===== src/rtl/xlat_pkg.sv =====
package xlat_pkg;
    typedef enum logic [1:0] {
        XS_OK     = 2'd0,
        XS_PAGE   = 2'd1,
        XS_BOUNDS = 2'd2
    } xlat_status_e;

    typedef enum logic {
        WK_ENTRY  = 1'b0,
        WK_LENGTH = 1'b1
    } wr_kind_e;

    function automatic xlat_status_e classify(input logic in_bounds, input logic present);
        if (!in_bounds)    return XS_BOUNDS;
        else if (!present) return XS_PAGE;
        else               return XS_OK;
    endfunction
endpackage


===== src/rtl/xlat_seg_table.sv =====
module xlat_seg_table #(
    parameter int SEG_W  = 2,
    parameter int IDX_W  = 4,
    parameter int PFN_W  = 20,
    parameter int SEG_ID = 0
) (
    input  logic             clk,
    input  logic             rst,
    input  logic             wr_en,
    input  logic             wr_kind,
    input  logic [SEG_W-1:0] wr_seg,
    input  logic [IDX_W-1:0] wr_idx,
    input  logic             wr_pte_valid,
    input  logic [PFN_W-1:0] wr_pfn,
    input  logic [IDX_W:0]   wr_len,
    input  logic [IDX_W-1:0] rd_idx,
    output logic             rd_present,
    output logic [PFN_W-1:0] rd_pfn,
    output logic [IDX_W:0]   len
);
    import xlat_pkg::*;
    localparam int DEPTH = 1 << IDX_W;
    localparam logic [SEG_W-1:0] MY_SEG = SEG_ID[SEG_W-1:0];
    localparam logic [IDX_W:0]   MAX_LEN = DEPTH[IDX_W:0];

    logic [DEPTH-1:0] present_q;
    logic [PFN_W-1:0] pfn_q [DEPTH];
    logic [IDX_W:0]   len_q;
    logic             hit;

    assign hit = wr_en && (wr_seg == MY_SEG);

    always_ff @(posedge clk) begin
        if (rst) begin
            present_q <= '0;
            len_q     <= '0;
        end else if (hit) begin
            if (wr_kind == WK_LENGTH)
                len_q <= (wr_len > MAX_LEN) ? MAX_LEN : wr_len;
            else
                present_q[wr_idx] <= wr_pte_valid;
        end
    end

    for (genvar e = 0; e < DEPTH; e++) begin : g_pfn
        always_ff @(posedge clk) begin
            if (hit && wr_kind == WK_ENTRY && wr_idx == e[IDX_W-1:0])
                pfn_q[e] <= wr_pfn;
        end
    end

    assign rd_present = present_q[rd_idx];
    assign rd_pfn     = pfn_q[rd_idx];
    assign len        = len_q;


    len_after_reset_chk: assert property (@(posedge clk) disable iff (rst)
        $past(rst) |-> (len_q == '0 && present_q == '0));


    len_untouched_chk: assert property (@(posedge clk) disable iff (rst)
        (!$past(rst) && !$past(hit)) |-> ($stable(len_q) && $stable(present_q)));
endmodule


===== src/rtl/xlat_check.sv =====
module xlat_check #(
    parameter int PIDX_W = 18,
    parameter int IDX_W  = 4,
    parameter int PFN_W  = 20,
    parameter int OFF_W  = 12
) (
    input  logic [PIDX_W-1:0]      pidx,
    input  logic [IDX_W:0]         len,
    input  logic                   present,
    input  logic [PFN_W-1:0]       pfn,
    input  logic [OFF_W-1:0]       off,
    output xlat_pkg::xlat_status_e status,
    output logic [PFN_W+OFF_W-1:0] paddr
);
    import xlat_pkg::*;
    logic [PIDX_W-1:0] len_ext;
    logic              in_bounds;

    assign len_ext   = {{(PIDX_W-IDX_W-1){1'b0}}, len};
    assign in_bounds = pidx < len_ext;
    assign status    = classify(in_bounds, present);
    assign paddr     = (status == XS_OK) ? {pfn, off} : '0;
endmodule


===== src/rtl/vaddr_xlat.sv =====
module vaddr_xlat #(
    parameter int VA_W  = 32,
    parameter int OFF_W = 12,
    parameter int SEG_W = 2,
    parameter int IDX_W = 4,
    parameter int PFN_W = 20
) (
    input  logic                   clk,
    input  logic                   rst,
    input  logic                   req_valid,
    output logic                   req_ready,
    input  logic [VA_W-1:0]        req_vaddr,
    input  logic                   wr_en,
    input  logic                   wr_kind,
    input  logic [SEG_W-1:0]       wr_seg,
    input  logic [IDX_W-1:0]       wr_idx,
    input  logic                   wr_pte_valid,
    input  logic [PFN_W-1:0]       wr_pfn,
    input  logic [IDX_W:0]         wr_len,
    output logic                   resp_valid,
    output logic [PFN_W+OFF_W-1:0] resp_paddr,
    output logic                   resp_page_fault,
    output logic                   resp_bounds_fault
);
    import xlat_pkg::*;
    localparam int VPN_W  = VA_W - OFF_W;
    localparam int PIDX_W = VPN_W - SEG_W;
    localparam int NSEG   = 1 << SEG_W;
    localparam int PA_W   = PFN_W + OFF_W;

    logic [SEG_W-1:0]  seg;
    logic [PIDX_W-1:0] pidx;
    logic [OFF_W-1:0]  off;
    logic              t_present [NSEG];
    logic [PFN_W-1:0]  t_pfn     [NSEG];
    logic [IDX_W:0]    t_len     [NSEG];
    xlat_status_e      status;
    logic [PA_W-1:0]   paddr_c;

    assign seg  = req_vaddr[VA_W-1 -: SEG_W];
    assign pidx = req_vaddr[OFF_W +: PIDX_W];
    assign off  = req_vaddr[OFF_W-1:0];
    assign req_ready = ~rst;

    for (genvar g = 0; g < NSEG; g++) begin : g_seg
        xlat_seg_table #(
            .SEG_W(SEG_W), .IDX_W(IDX_W), .PFN_W(PFN_W), .SEG_ID(g)
        ) u_tab (
            .clk(clk), .rst(rst),
            .wr_en(wr_en), .wr_kind(wr_kind), .wr_seg(wr_seg), .wr_idx(wr_idx),
            .wr_pte_valid(wr_pte_valid), .wr_pfn(wr_pfn), .wr_len(wr_len),
            .rd_idx(pidx[IDX_W-1:0]),
            .rd_present(t_present[g]), .rd_pfn(t_pfn[g]), .len(t_len[g])
        );
    end

    xlat_check #(
        .PIDX_W(PIDX_W), .IDX_W(IDX_W), .PFN_W(PFN_W), .OFF_W(OFF_W)
    ) u_check (
        .pidx(pidx), .len(t_len[seg]), .present(t_present[seg]),
        .pfn(t_pfn[seg]), .off(off), .status(status), .paddr(paddr_c)
    );

    always_ff @(posedge clk) begin
        if (rst) begin
            resp_valid        <= 1'b0;
            resp_paddr        <= '0;
            resp_page_fault   <= 1'b0;
            resp_bounds_fault <= 1'b0;
        end else begin
            resp_valid        <= req_valid;
            resp_paddr        <= req_valid ? paddr_c : '0;
            resp_page_fault   <= req_valid && (status == XS_PAGE);
            resp_bounds_fault <= req_valid && (status == XS_BOUNDS);
        end
    end


    one_fault_chk: assert property (@(posedge clk) disable iff (rst)
        !(resp_page_fault && resp_bounds_fault));


    resp_follows_req_chk: assert property (@(posedge clk) disable iff (rst)
        !$past(rst) |-> (resp_valid == $past(req_valid)));


    offset_copy_chk: assert property (@(posedge clk) disable iff (rst)
        (!$past(rst) && resp_valid && !resp_page_fault && !resp_bounds_fault)
        |-> (resp_paddr[OFF_W-1:0] == $past(req_vaddr[OFF_W-1:0])));


    fault_zero_addr_chk: assert property (@(posedge clk) disable iff (rst)
        (resp_page_fault || resp_bounds_fault) |-> (resp_paddr == '0));


    beyond_depth_chk: assert property (@(posedge clk) disable iff (rst)
        (!$past(rst) && $past(req_valid) && ($past(pidx) >> IDX_W) != '0) |-> resp_bounds_fault);
endmodule


===== config.mk =====
export PLATFORM = sky130hd
export DESIGN_NAME = vaddr_xlat
export DESIGN_NICKNAME = d
export VERILOG_FILES = /design/src/rtl/xlat_pkg.sv /design/src/rtl/xlat_seg_table.sv /design/src/rtl/xlat_check.sv /design/src/rtl/vaddr_xlat.sv
export SDC_FILE = /design/constraint.sdc
export NUM_CORES = 1
export LEC_CHECK = 0
export BUFFER_PORTS_ARGS = -buffer_cell sky130_fd_sc_hd__buf_2
export CAP_MARGIN = 20
export CORE_ASPECT_RATIO = 0.8
export CORE_MARGIN = 8
export CORE_UTILIZATION = 39
export DETAILED_ROUTE_END_ITERATION = 12
export GPL_TIMING_DRIVEN = 0
export REMOVE_ABC_BUFFERS = 1
export SLEW_MARGIN = 20
export SYNTH_ARGS = -nofsm -noshare
export SYNTH_HDL_FRONTEND = slang
export SYNTH_SLANG_ARGS = --single-unit

===== constraint.sdc =====
create_clock -name clk -period 3.2 [get_ports clk]
set_input_delay 0.32 -clock clk [delete_from_list [all_inputs] [get_ports clk]]
set_output_delay 0.32 -clock clk [all_outputs]
set_load 0.01 [all_outputs]

==> results.py, run 1 <==
metrics = {
    "timing": {
        "tns_ns": 0,
        "transition_at_the_pin_with_the_smallest_max_transition_slack_ns": 1.12,
        "timing.final.max_slew_violations": 0,
        "worst_slew_margin_rel": 0.248,
        "fin_crit_sh": 0.969,
        "skew_ns": 0.0294,
        "timing_hold_violations_final": 0,
        "layout_min_cycle_time_ns": 3.10,
        "final.hold.worst_slack_ns": 0.0538,
        "setup_viol_count_final": 0,
        "postLayoutSetupSlackWorst_ns": 0.100,
        "setup_repair_after_global_routing_missed_its_margin": "false",
        "achievable-frequency_ghz": 0.323,
    },
    "floorplan": {
        "rows": 121,
        "initial_utilization": 0.393,
        "die_area_mm2": 0.149,
        "die-height_um": 347,
        "core_area_mm2": 0.136,
        "die_width_um": 430,
        "ios": 105,
    },
    "placement": {
        "finalWeightedCongestion": 0.833,
        "dp_cells": 4280,
        "detailedPlacementHpwl_mm": 82.3,
        "postPlaceCellArea_mm2": 0.0582,
        "pre_cts_ws_ns": -1.17,
        "placement.io_buffers": 104,
    },
    "global_routing": {
        "grt_busiest_layer": "met2",
        "global_route_met1_utilization": 0.253,
        "grt_use_met3": 0.0398,
        "grt_start_max_net_pins": 87,
        "grt_overflow_total": 0,
        "grt_antenna_before_repair": 15,
        "grt_pass1_vias": 26700,
        "grt_usage": 0.177,
        "grt_first_pass_wirelength_mm": 193,
        "gr-usage-met2": 0.274,
    },
    "status": {
        "run_status": "complete, no violations",
    },
    "flow_run": {
        "maxCapViolCount": 0,
    },
    "pwr": {
        "irDropWorstVdd_uv": 399,
        "totalPowerFinal_mw": 37.5,
        "power_density_mw_per_mm2": 597,
        "total_leakage_power_nw": 19.5,
    },
    "setup_path": {
        "critical_path_required_ns": 3.84,
        "critPathBufInv": 4,
        "timing.critical_path.slowest_stage_cell": "a311o_2",
        "worst-setup-path-type": "in2reg",
        "critical_path_cell_sequence": "buf_8 > buf_16 > mux4_2 > inv_1 > ha_1 > a21o_1 > a211oi_1 > nand3_2 > a311o_2 > buf_16 > a21oi_2",
        "crit_family": "compound AO/OA/AOI/OAI gates",
        "startpoint_type": "input port",
        "worst_ep_arrival_ns": 3.74,
        "critPathMostFrequentCell": "buf_16",
        "cp_slowest_stage_delay_ns": 0.47,
        "crit_fanout": 60,
        "critical_path.endpoint_type": "flip-flop",
    },
    "routing": {
        "drt-initial-drc-count": 3282,
        "via_count": 26100,
        "routed_wire_per_std_cell_um": 29.5,
        "detail-route-antenna-nets": 0,
        "totalWireLength_mm": 134,
        "post_drt_via_cell_ratio": 5.74,
        "detail_route.first_pass.iterations": 6,
        "drc_errors": 0,
    },
    "synth": {
        "synth_compound_area_frac": 0.0234,
        "post_synth_main_area_contributors": "edfxtp_1, mux4_2, dfxtp_1, mux2i_1, nor2_1",
        "netlist_instances": 2452,
        "part_of_the_yosys_area_used_for_sequential_elements": 0.762,
        "post_synth_xor_xnor_area": 0,
        "yosys_register_bits": 1399,
        "post_synth_fa_ha_maj_area_fraction": 0.000935,
        "simple_gate_area_share_of_the_yosys_netlist": 0.0185,
        "synth_warnings": 0,
        "synth_top_family_by_area": "multiplexers",
        "ys_types": 37,
        "syn_area_per_cell_um2": 21.8,
        "yosys.area.top_type": "edfxtp_1",
        "synth_top_cell_area_share": 0.718,
        "yosys-mux-area-fraction": 0.180,
        "cell_area_after_synthesis_mm2": 0.0535,
    },
    "layout": {
        "stdcell_count": 4551,
        "post_route_cells_drive_above_1_share": 0.315,
        "design.final.nets": 2728,
        "final_core_util": 0.462,
        "stdcell_area_mm2": 0.0628,
        "layout-area-overhead-vs-synth_pct": 17.4,
        "layout.cells.most_common": "edfxtp_1",
        "top_library_cells_by_usage_in_the_layout_fill_and_taps_aside": "edfxtp_1, mux4_2, clkbuf_16",
    },
    "clocking": {
        "htree_num_levels": 4,
        "cts_root_buf": "clkbuf_16",
        "clk_path_buf_depth": 3,
        "worstSkewPairLatency_ns": 0.74,
        "path_clk_slew_ns": 0.06,
        "cts_tree": "built",
        "cts_bufs_inserted": 137,
        "clock_sinks": 1399,
    },
    "worst_hold_path": {
        "holdCritPathClass": "in2reg",
    },
}
## area by class of cell
cell class	count	area [µm²]
clock buffers	190	3840
flip-flops and latches	1399	40800
multi-input cells	898	12500
clock inverters	59	497
repair buffers	201	2890
fillers	11000	73300
well taps	1783	2230
diodes	3	7.51
inverters	18	67.6
## kinds of logic after synthesis
logic type | count (synthesis)
flops | 1399
simple gates | 235
buf+inv | 155
compound gates | 207
mux | 452
fa+ha+maj | 4
## cells in the mapped netlist, drive strengths merged
cell / n
nand4b: 1
o2111ai: 1
nand3: 14
nand4: 2
nand3b: 2
a31oi: 1
clkbuf: 83
a21oi: 86
a41oi: 1
a22o: 1
a311o: 1
nor4: 4
ha: 4
and3: 2
nor3: 1
buf: 54
mux4: 410
nor2: 104
and2: 2
a21boi: 2
nor2b: 18
inv: 18
edfxtp: 1280
a21o: 1
o21ai: 64
a22oi: 47
nand2b: 1
mux2i: 42
dfxtp: 119
and4b: 1
nand2: 83
a211oi: 2
## state kept, by name (all words and copies together) (netlist names)
register	flops
resp_valid	1
g_seg.u_tab.present_q	64
resp_paddr	32
resp_bounds_fault	1
g_seg.u_tab.pfn_q	1280
resp_page_fault	1
g_seg.u_tab.len	20
## worst reg2reg max path, stage by stage (launching register included)
cell and delay (ns):
dfxtp_1 0.32, mux4_2 0.46, inv_1 0.14, ha_1 0.26, nor2b_1 0.22, a211oi_1 0.37
nand3_2 0.27, a311o_2 0.47, buf_16 0.19, a21oi_2 0.24
## final timing paths
path | slack (ns) | depth (start not counted) | end | from
setup / recovery | 0.10 | 11 | resp_paddr[19]$_SDFF_PP0_ | req_vaddr[30]
hold / removal | 0.05 | 5 | resp_bounds_fault$_SDFF_PP0_ | req_vaddr[20]
setup reg to reg | 0.17 | 9 | resp_paddr[19]$_SDFF_PP0_ | g_seg[1].u_tab.len[4]$_SDFFE_PP0P_
hold reg to reg | 0.48 | 2 | g_seg[0].u_tab.present_q[10]$_SDFFE_PP0P_ | g_seg[0].u_tab.present_q[10]$_SDFFE_PP0P_
## metal layers
metal	vias up	routed length, µm
met2	1249	62900
met5	-	0
met3	203	12200
li1	10700	-
met1	14000	55800
met4	0	3210
## what timing repair did
item,4_1_cts,5_1_grt
setup endpoints to repair,32,0
resized for setup,2,0
hold endpoints to repair,34,0
setup buffers,2,0
hold buffers,16,0
## power by group
part	switching, mW	internal [mW]
clock	6.71	8.97
combinational	1.11	0.707
sequential	0.0166	20.0
No activity file was read; power rests on OpenSTA's default activity.
==> inputs of run 2 (changes only) <==
ABC_AREA = 1   (was unset)
CAP_MARGIN = 5   (was 20)
==> results.py, run 2 <==
metrics = {
    "synth": {
        "syn_area_per_cell_um2": 11.2,
        "synth_async_sr_flop_share": 0,
        "yosys.cell_count.top_type": "nand2_1",
        "post_synth_main_area_contributors": "edfxtp_1, nand2_1, nand3_1, dfxtp_1, buf_2",
        "most_frequently_used_flop_master_after_synthesis": "edfxtp_1",
        "synth_top_cell_area_share": 0.676,
        "synth_warnings": 0,
        "ys_types": 25,
        "yosys_register_bits": 1399,
        "synth_common_cells": "nand2_1, edfxtp_1, nand3_1",
        "part_of_the_yosys_area_used_for_sequential_elements": 0.718,
        "cell_area_after_synthesis_mm2": 0.0569,
        "netlist_instances": 5078,
        "yosys.area.top_type": "edfxtp_1",
        "synth-edff-count": 1280,
    },
    "setup_path": {
        "critPathBufInv": 6,
        "worst_ep_arrival_ns": 3.83,
        "worst-setup-path-type": "in2reg",
        "critical_path_depth": 11,
        "critPathMostFrequentCell": "nand2_1",
        "timing.critical_path.slowest_stage_cell": "dlygate4sd3_1",
        "critical_path_required_ns": 3.89,
        "worst_r2r_path_cells": 11,
        "startpoint_type": "input port",
        "crit_fanout": 170,
        "critical_path_cell_sequence": "buf_12 > buf_16 > inv_16 > buf_16 > nand3_1 > nand2_1 > nand2_1 > nand2_1 > dlygate4sd3_1 > a21oi_1 > dlygate4sd3_1",
        "critical_path.endpoint_type": "flip-flop",
        "cp_slowest_stage_delay_ns": 0.57,
        "crit_family": "buffers and inverters",
    },
    "timing": {
        "achievable-frequency_ghz": 0.318,
        "tns_ns": 0,
        "timing_hold_violations_final": 0,
        "timing.final.max_slew_violations": 0,
        "transition_at_the_pin_with_the_smallest_max_transition_slack_ns": 1.13,
        "worst_slew_margin_rel": 0.243,
        "setup_viol_count_final": 0,
        "postLayoutSetupSlackWorst_ns": 0.0581,
        "layout_min_cycle_time_ns": 3.14,
        "skew_ns": 0.0296,
        "final.hold.worst_slack_ns": 0.0781,
        "fin_crit_sh": 0.982,
        "setup_repair_after_global_routing_missed_its_margin": "false",
    },
    "floorplan": {
        "initial_utilization": 0.392,
        "die_width_um": 443,
        "ios": 105,
        "die-height_um": 358,
        "core_area_mm2": 0.145,
        "die_area_mm2": 0.158,
        "rows": 125,
    },
    "pwr": {
        "totalPowerFinal_mw": 39.0,
        "irDropWorstVdd_uv": 502,
        "total_leakage_power_nw": 23.5,
        "power_density_mw_per_mm2": 596,
    },
    "routing": {
        "routed_wire_per_std_cell_um": 22.3,
        "drt-initial-drc-count": 4160,
        "detail-route-antenna-nets": 0,
        "drc_errors": 0,
        "totalWireLength_mm": 159,
        "post_drt_via_cell_ratio": 5.34,
        "via_count": 38100,
        "detail_route.first_pass.iterations": 6,
    },
    "global_routing": {
        "grt_overflow_total": 0,
        "grt_first_pass_wirelength_mm": 232,
        "grt_start_max_net_pins": 171,
        "grt_antenna_before_repair": 7,
        "grt_pass1_vias": 35000,
        "grt_usage": 0.193,
    },
    "placement": {
        "dp_cells": 6831,
        "pre_cts_ws_ns": -1.61,
        "placement.io_buffers": 104,
        "detailedPlacementHpwl_mm": 87.2,
        "postPlaceCellArea_mm2": 0.0603,
        "finalWeightedCongestion": 0.798,
    },
    "layout": {
        "reg_top3": "g_seg.u_tab.pfn_q (1280), g_seg.u_tab.present_q (64), resp_paddr (32)",
        "layout.cells.most_common": "nand2_1",
        "stdcell_area_mm2": 0.0654,
        "top_register": "g_seg.u_tab.pfn_q",
        "layout-area-overhead-vs-synth_pct": 15.0,
        "final_core_util": 0.451,
        "post_route_cells_drive_above_1_share": 0.0873,
        "stdcell_count": 7137,
        "largest_register_ff_count": 1280,
        "top_library_cells_by_usage_in_the_layout_fill_and_taps_aside": "nand2_1, edfxtp_1, nand3_1",
        "nFillCells": 12900,
        "design.final.nets": 5181,
    },
    "clocking": {
        "cts_tree": "built",
        "clk_path_buf_depth": 3,
        "clock_sinks": 1399,
        "path_clk_slew_ns": 0.06,
        "cts_root_buf": "clkbuf_16",
        "htree_num_levels": 4,
        "cts_bufs_inserted": 148,
        "worstSkewPairLatency_ns": 0.77,
    },
    "worst_hold_path": {
        "hold_depth": 5,
        "holdCritPathClass": "in2reg",
    },
    "flow_run": {
        "maxCapViolCount": 0,
    },
    "status": {
        "run_status": "complete, no violations",
    },
}
-- run 2: what timing repair did --
action                                  4_1_cts  5_1_grt
setup buffers                                 2        0
endpoints found under the setup margin       32       33
gates resized for setup                       5        3
pin swaps                                     1        0
gates cloned                                  5        0
hold buffers                                 26        0
hold endpoints to repair                     35        0
-- run 2: final cells by class --
cell class                 count  area [µm²]  area share
timing repair buffer         202        2700      0.0412
clock buffer                 200        4100      0.0627
tap                         1905        2380      0.0364
antenna                        6        15.0    0.000230
inverter                      58         259     0.00396
timing repair inverter         1        5.00   0.0000765
clock inverter                68         544     0.00832
multi-input combinational   3298       14600       0.223
sequential                  1399       40800       0.624
-- run 2: report_power, final --
part | internal (mW) | switching, mW
clock network | 9.48 | 6.99
registers | 20.0 | 0.0187
logic | 0.602 | 1.88
total | 30.1 | 8.89
-- run 2: path summary, 6_finish.rpt --
| kind | end | slack [ns] | from |
|---|---|---|---|
| setup / recovery | resp_bounds_fault$_SDFF_PP0_ | 0.06 | req_vaddr[12] |
| hold / removal | g_seg[1].u_tab.len[1]$_SDFFE_PP0P_ | 0.08 | wr_seg[1] |
| setup reg to reg | resp_bounds_fault$_SDFF_PP0_ | 0.49 | g_seg[1].u_tab.len[3]$_SDFFE_PP0P_ |
| hold reg to reg | g_seg[1].u_tab.present_q[15]$_SDFFE_PP0P_ | 0.50 | g_seg[1].u_tab.present_q[15]$_SDFFE_PP0P_ |
-- run 2: kinds of logic (layout without fill, tap and decap cells) --
kind of cell | Yosys count | count (layout) | share of synthesized area
other | 0 | 6 | 0
AND/OR/NAND/NOR | 3176 | 3177 | 0.236
adder cells (fa/ha/maj) | 4 | 4 | 0.000880
buffers and inverters | 382 | 529 | 0.0353
flip-flops | 1399 | 1399 | 0.718
AO/OA/AOI/OAI | 117 | 117 | 0.0106
-- run 2: per-layer routing --
| layer | share of wire | GRT usage | vias up |
|---|---|---|---|
| met1 | 0.44 | 0.278 | 18500 |
| met4 | 0.033 | 0.0714 | 2 |
| li1 | - | - | 17700 |
| met2 | 0.44 | 0.291 | 1569 |
| met3 | 0.089 | 0.0395 | 267 |
| met5 | 0.000082 | 0 | - |
-- run 2: worst reg2reg max path: cells and delay by family (launching register included) --
family	cells	cell delay, ns
AOI/OAI and AO/OA	2	0.42
DFF	1	0.33
and+or+nand+nor	6	0.50
adders and majority gates	1	0.29
buffers and inverters	2	1.12
